<file path="src/rtl/chop_pkg.sv">
package chop_pkg;
  typedef enum logic [2:0] {
    ST_IDLE  = 3'd0,
    ST_XOVER = 3'd1,
    ST_BLANK = 3'd2,
    ST_ON    = 3'd3,
    ST_OFF   = 3'd4
  } state_t;

  typedef struct packed {
    logic src_a;
    logic src_b;
    logic snk_a;
    logic snk_b;
  } drv_t;
endpackage

</file>
<file path="src/rtl/chop_sync.sv">
module chop_sync #(
  parameter int STAGES = 2
) (
  input  logic clk,
  input  logic rst_n,
  input  logic d_i,
  output logic q_o
);
  logic [STAGES-1:0] pipe_q;

  generate
    for (genvar i = 0; i < STAGES; i++) begin : g_stage
      if (i == 0) begin : g_first
        always_ff @(posedge clk or negedge rst_n) begin
          if (!rst_n) pipe_q[0] <= 1'b0;
          else        pipe_q[0] <= d_i;
        end
      end else begin : g_rest
        always_ff @(posedge clk or negedge rst_n) begin
          if (!rst_n) pipe_q[i] <= 1'b0;
          else        pipe_q[i] <= pipe_q[i-1];
        end
      end
    end
  endgenerate

  assign q_o = pipe_q[STAGES-1];
endmodule

</file>
<file path="src/rtl/chop_timer.sv">
module chop_timer #(
  parameter int CW = 8
) (
  input  logic          clk,
  input  logic          rst_n,
  input  logic          load_i,
  input  logic [CW-1:0] load_val_i,
  output logic          done_o
);
  logic [CW-1:0] cnt_q;

  always_ff @(posedge clk or negedge rst_n) begin
    if (!rst_n)              cnt_q <= '0;
    else if (load_i)         cnt_q <= load_val_i;
    else if (cnt_q != '0)    cnt_q <= cnt_q - 1'b1;
  end

  assign done_o = (cnt_q == '0);
endmodule

</file>
<file path="src/rtl/chop_fsm.sv">
module chop_fsm
  import chop_pkg::*;
#(
  parameter int OFF_CYC   = 40,
  parameter int BLANK_CYC = 8,
  parameter int XOVER_CYC = 4,
  parameter int CW        = 7
) (
  input  logic          clk,
  input  logic          rst_n,
  input  logic          en_i,
  input  logic          dir_i,
  input  logic          trip_s_i,
  input  logic          done_i,
  output logic          load_o,
  output logic [CW-1:0] load_val_o,
  output state_t        st_o,
  output logic          dir_o
);
  localparam logic [CW-1:0] OFF_LD   = CW'(OFF_CYC - 1);
  localparam logic [CW-1:0] BLANK_LD = CW'(BLANK_CYC - 1);
  localparam logic [CW-1:0] XOVER_LD = CW'(XOVER_CYC - 1);

  state_t st_q, st_d;
  logic   dir_q, dir_d;

  always_comb begin
    st_d       = st_q;
    dir_d      = dir_q;
    load_o     = 1'b0;
    load_val_o = '0;
    if (!en_i) begin
      st_d = ST_IDLE;
    end else if (st_q == ST_IDLE) begin
      st_d       = ST_BLANK;
      dir_d      = dir_i;
      load_o     = 1'b1;
      load_val_o = BLANK_LD;
    end else if (dir_i != dir_q) begin
      st_d       = ST_XOVER;
      dir_d      = dir_i;
      load_o     = 1'b1;
      load_val_o = XOVER_LD;
    end else begin
      unique case (st_q)
        ST_XOVER: if (done_i) begin
          st_d       = ST_BLANK;
          load_o     = 1'b1;
          load_val_o = BLANK_LD;
        end
        ST_BLANK: if (done_i) st_d = ST_ON;
        ST_ON: if (trip_s_i) begin
          st_d       = ST_OFF;
          load_o     = 1'b1;
          load_val_o = OFF_LD;
        end
        ST_OFF: if (done_i) begin
          st_d       = ST_BLANK;
          load_o     = 1'b1;
          load_val_o = BLANK_LD;
        end
        default: st_d = ST_IDLE;
      endcase
    end
  end

  always_ff @(posedge clk or negedge rst_n) begin
    if (!rst_n) begin
      st_q  <= ST_IDLE;
      dir_q <= 1'b0;
    end else begin
      st_q  <= st_d;
      dir_q <= dir_d;
    end
  end

  assign st_o  = st_q;
  assign dir_o = dir_q;
endmodule

</file>
<file path="src/rtl/chop_drive.sv">
module chop_drive
  import chop_pkg::*;
(
  input  state_t st_i,
  input  logic   dir_i,
  output drv_t   drv_o
);
  logic src_on, snk_on;

  always_comb begin
    src_on = (st_i == ST_BLANK) || (st_i == ST_ON);
    snk_on = src_on || (st_i == ST_OFF);
    drv_o.src_a = src_on &  dir_i;
    drv_o.src_b = src_on & ~dir_i;
    drv_o.snk_a = snk_on & ~dir_i;
    drv_o.snk_b = snk_on &  dir_i;
  end
endmodule

</file>
<file path="src/rtl/chop_ctrl.sv">
module chop_ctrl
  import chop_pkg::*;
#(
  parameter int OFF_CYC     = 40,
  parameter int BLANK_CYC   = 8,
  parameter int XOVER_CYC   = 4,
  parameter int SYNC_STAGES = 2
) (
  input  logic clk,
  input  logic rst_n,
  input  logic en_i,
  input  logic dir_i,
  input  logic full_n_i,
  input  logic trip_i,
  output logic src_a_o,
  output logic src_b_o,
  output logic snk_a_o,
  output logic snk_b_o,
  output logic ref_sel_o
);
  localparam int MAXC = (OFF_CYC > BLANK_CYC)
                        ? ((OFF_CYC > XOVER_CYC) ? OFF_CYC : XOVER_CYC)
                        : ((BLANK_CYC > XOVER_CYC) ? BLANK_CYC : XOVER_CYC);
  localparam int CW = $clog2(MAXC + 1);

  logic          trip_s, done, load;
  logic [CW-1:0] load_val;
  state_t        st_q;
  logic          dir_q;
  drv_t          drv;
  logic          ref_q;

  chop_sync #(.STAGES(SYNC_STAGES)) u_sync (
    .clk(clk), .rst_n(rst_n), .d_i(trip_i), .q_o(trip_s)
  );

  chop_timer #(.CW(CW)) u_timer (
    .clk(clk), .rst_n(rst_n), .load_i(load), .load_val_i(load_val), .done_o(done)
  );

  chop_fsm #(
    .OFF_CYC(OFF_CYC), .BLANK_CYC(BLANK_CYC), .XOVER_CYC(XOVER_CYC), .CW(CW)
  ) u_fsm (
    .clk(clk), .rst_n(rst_n), .en_i(en_i), .dir_i(dir_i), .trip_s_i(trip_s),
    .done_i(done), .load_o(load), .load_val_o(load_val), .st_o(st_q), .dir_o(dir_q)
  );

  chop_drive u_drive (.st_i(st_q), .dir_i(dir_q), .drv_o(drv));

  always_ff @(posedge clk or negedge rst_n) begin
    if (!rst_n) ref_q <= 1'b0;
    else        ref_q <= full_n_i;
  end

  assign src_a_o   = drv.src_a;
  assign src_b_o   = drv.src_b;
  assign snk_a_o   = drv.snk_a;
  assign snk_b_o   = drv.snk_b;
  assign ref_sel_o = ref_q;
endmodule

</file>
<file path="config.mk">
export PLATFORM = sky130hd
export DESIGN_NAME = chop_ctrl
export DESIGN_NICKNAME = d
export VERILOG_FILES = /design/src/rtl/chop_pkg.sv /design/src/rtl/chop_sync.sv /design/src/rtl/chop_timer.sv /design/src/rtl/chop_fsm.sv /design/src/rtl/chop_drive.sv /design/src/rtl/chop_ctrl.sv
export SDC_FILE = /design/constraint.sdc
export NUM_CORES = 1
export LEC_CHECK = 0
export BUFFER_PORTS_ARGS = -buffer_cell sky130_fd_sc_hd__buf_2
export CAP_MARGIN = 20
export CORE_UTILIZATION = 40
export DETAILED_ROUTE_END_ITERATION = 8
export PLACE_DENSITY_LB_ADDON = 0.15
export SETUP_SLACK_MARGIN = 0.5
export SKIP_LAST_GASP = 1
export SLEW_MARGIN = 20
export SYNTH_ARGS = -nofsm -noshare
export SYNTH_HDL_FRONTEND = slang
export SYNTH_HIERARCHICAL = 1
export SYNTH_SLANG_ARGS = --single-unit
</file>
<file path="constraint.sdc">
create_clock -name clk -period 3 [get_ports clk]
set_clock_uncertainty 0.15 [all_clocks]
set_input_delay 0.6 -clock clk [delete_from_list [all_inputs] [get_ports clk]]
set_output_delay 0.6 -clock clk [all_outputs]
set_load 0.01 [all_outputs]
</file>
==> run metrics <==
outcome completed; Syn. warnings 6; met1 usage 22.1%; startpoint type of the worst setup path flop; effective utilization at floorplan about 45%; VDD IR max 0.391 mV; busiest layer in global routing met2; Switching Share 41.3%; PD cells 829 nW/um^2; Hold Path Class in -> async; RSZ-0062 raised after global routing false; Setup CP Type reg -> reg; fin cells 133; Req. time, crit path 3.02 ns; initial antenna violation count 0; First DRT Iteration DRCs 11; Final setup viols 0; reg2reg setup slack roughly 0.64 ns; total number of vias 699; Routed Antenna Nets 0; drt pass-1 iters 4; overall die height between 40 and 50 um; die area around 2500 sq um; endpoints failing hold 0; Via-to-Cell Ratio 5.26; FF-to-FF path depth 8; biggest area consumer among synthesized cells dfrtp_1; area delta synth->final 11.1%; synthesized area 910 sq um; CTS buffer count 3; Die W roughly 50 um; met3 Resource Use GR 2.78%; Synth top area share between 30% and 40%; met2 Use GR 22.1%; Top Ports 11; Post-Synthesis Cells 93; first-pass GRT wire length between 2000 and 3000 um; clock network power share 13.2%; post-synthesis sequential area ratio 35.8%; top_reg_cell synth dfrtp_1; final WL ~1700 um; Reg clk slew, reported paths 0.09 ns; clock sink count 13; placer congestion estimate 0.769; Max Slew Vio Count 0; layout cells sized above 1 28.3%; Final Cycle Share 78.6%; asr flop ratio synth 100%; H-tree depth 1; CP max FO 16; Core Area 2040 sq um; # rows 16; Global Route Usage Sum 14.8%; synth top area cells dfrtp_1 36%, buf_6 5.0%, nor2_1 3.7%; DRC errors left 0; crit path DAT around 2.4 ns; final setup TNS 0 ns; Sw Pwr 346 uW; Remaining Overflow, GRT 0; Max Fclk 0.424 GHz; R2R Path End u_timer/cnt_q[0]; Seq cells post-synth 13; worst hold slack about 0.045 ns; clk_lat worst skew 0.27 ns; CTS tree done; Util after Layout 49.5%; NumNets Final 115; max-cap viol count 0; DP Wirelength 1120 um; WL/cell 12.5 um; Int Power 492 uW; CP endpoint kind flop; Ant. Diodes 0; vias in the first global route a little over 600; largest net degree at the start of global routing 17; count of cell types in the netlist 44; CTS Buffer Depth 2; EDFF count, synth 0; sequential share of power a little under two fifths; part of the power in combinational logic between 40% and 50%; CTS Root Cell clkbuf_4; placed cells 123; post-layout min period roughly 2.4 ns; IO buf count 10; syn avg cell area about 10 sq um; LEAKAGE 0.000453 uW; post-layout total power 838 uW; worst r2r src u_timer/cnt_q[2]
[cells in the final DEF, fill, tap and decap left out, types with 3 or more instances in the layout]
master / n
buf_4: 6
dfrtp_1: 13
buf_2: 10
nor2_1: 9
inv_1: 5
xnor2_1: 3
o31ai_1: 3
nor2b_1: 3
nand2_1: 6
clkbuf_4: 3
[cell families after synthesis]
logic type                 after synthesis  synth area share (%)
DFF                                     13                  35.8
xor gates and xnor gates                 4                  3.85
AOI/OAI and AO/OA                       20                  18.4
muxes                                    4                  4.68
and+or+nand+nor                         35                  23.4
buffers and inverters                   14                  10.7
other                                    1                 0.412
adders and majority gates                2                  2.75
[through the flow]
stage,worst slack [ns],area (sq um)
floorplan,0.624,913
global route,0.455,1010
global placement,0.642,926
CTS,0.570,953
finish,0.641,1010
detailed placement,0.602,926
[timing repair]
item	4_1_cts	5_1_grt
setup buffers	0	6
setup endpoints to repair	0	2
gates resized for setup	0	2
hold buffers	0	0
[Yosys cell counts, types with 3 or more instances]
cell type  number
inv_1           5
xnor2_1         3
buf_6           4
buf_4           4
nand2_1         6
nor2_1          9
dfrtp_1        13
o31ai_1         3
nor2b_1         3
[worst max-delay path, cell delays in order (launching register included)]
cell	delay (ns)
dfrtp_1	0.47
nor4_4	0.35
and2_4	0.24
nor2b_1	0.21
a22oi_1	0.14
a21boi_1	0.17
buf_6	0.18
inv_1	0.05
a221oi_1	0.28
[state kept, by name, indices dropped and copies added (netlist names)]
register / count
u_sync/q_o: 1
u_fsm/st_o: 3
u_timer/cnt_q: 6
u_fsm/dir_o: 1
u_sync/pipe_q: 1
ref_sel_o: 1
[area by class of cell]
class / count / area, sq um
clock buffers: 3 / 22.5
clock inverters: 1 / 5.00
fillers: 216 / 1030
inverters: 5 / 18.8
multi-input cells: 67 / 499
flip-flops and latches: 13 / 325
well taps: 27 / 33.8
repair buffers: 17 / 106
[how the worst max path moves through the flow]
| stage | start | to | slack, ns |
|---|---|---|---|
| final | u_timer/cnt_q[2] | u_timer/cnt_q[0] | 0.64 |
| after global routing | u_timer/cnt_q[2] | u_timer/cnt_q[0] | 0.45 |
| after CTS | u_timer/cnt_q[2] | u_timer/cnt_q[0] | 0.57 |
| after detailed placement | u_timer/cnt_q[2] | u_timer/cnt_q[0] | 0.60 |
| after global placement | u_timer/cnt_q[2] | u_timer/cnt_q[1] | 0.64 |
| after floorplan | u_timer/cnt_q[4] | u_timer/cnt_q[0] | 0.62 |
[power by group through the flow]
stage	sequential, uW	combinational, uW	clock (uW)
finish	313	415	111
global route	323	464	125
CTS	306	367	117
detailed placement	308	363	0
global placement	309	357	0
floorplan	277	348	0
[layer usage]
| metal | wire [um] | vias up |
|---|---|---|
| li1 | - | 353 |
| met1 | 858 | 332 |
| met2 | 745 | 14 |
| met3 | 61 | 0 |
| met4 | 0 | 0 |
| met5 | 0 | - |
Note: power is estimated with default switching activity, not from simulation.
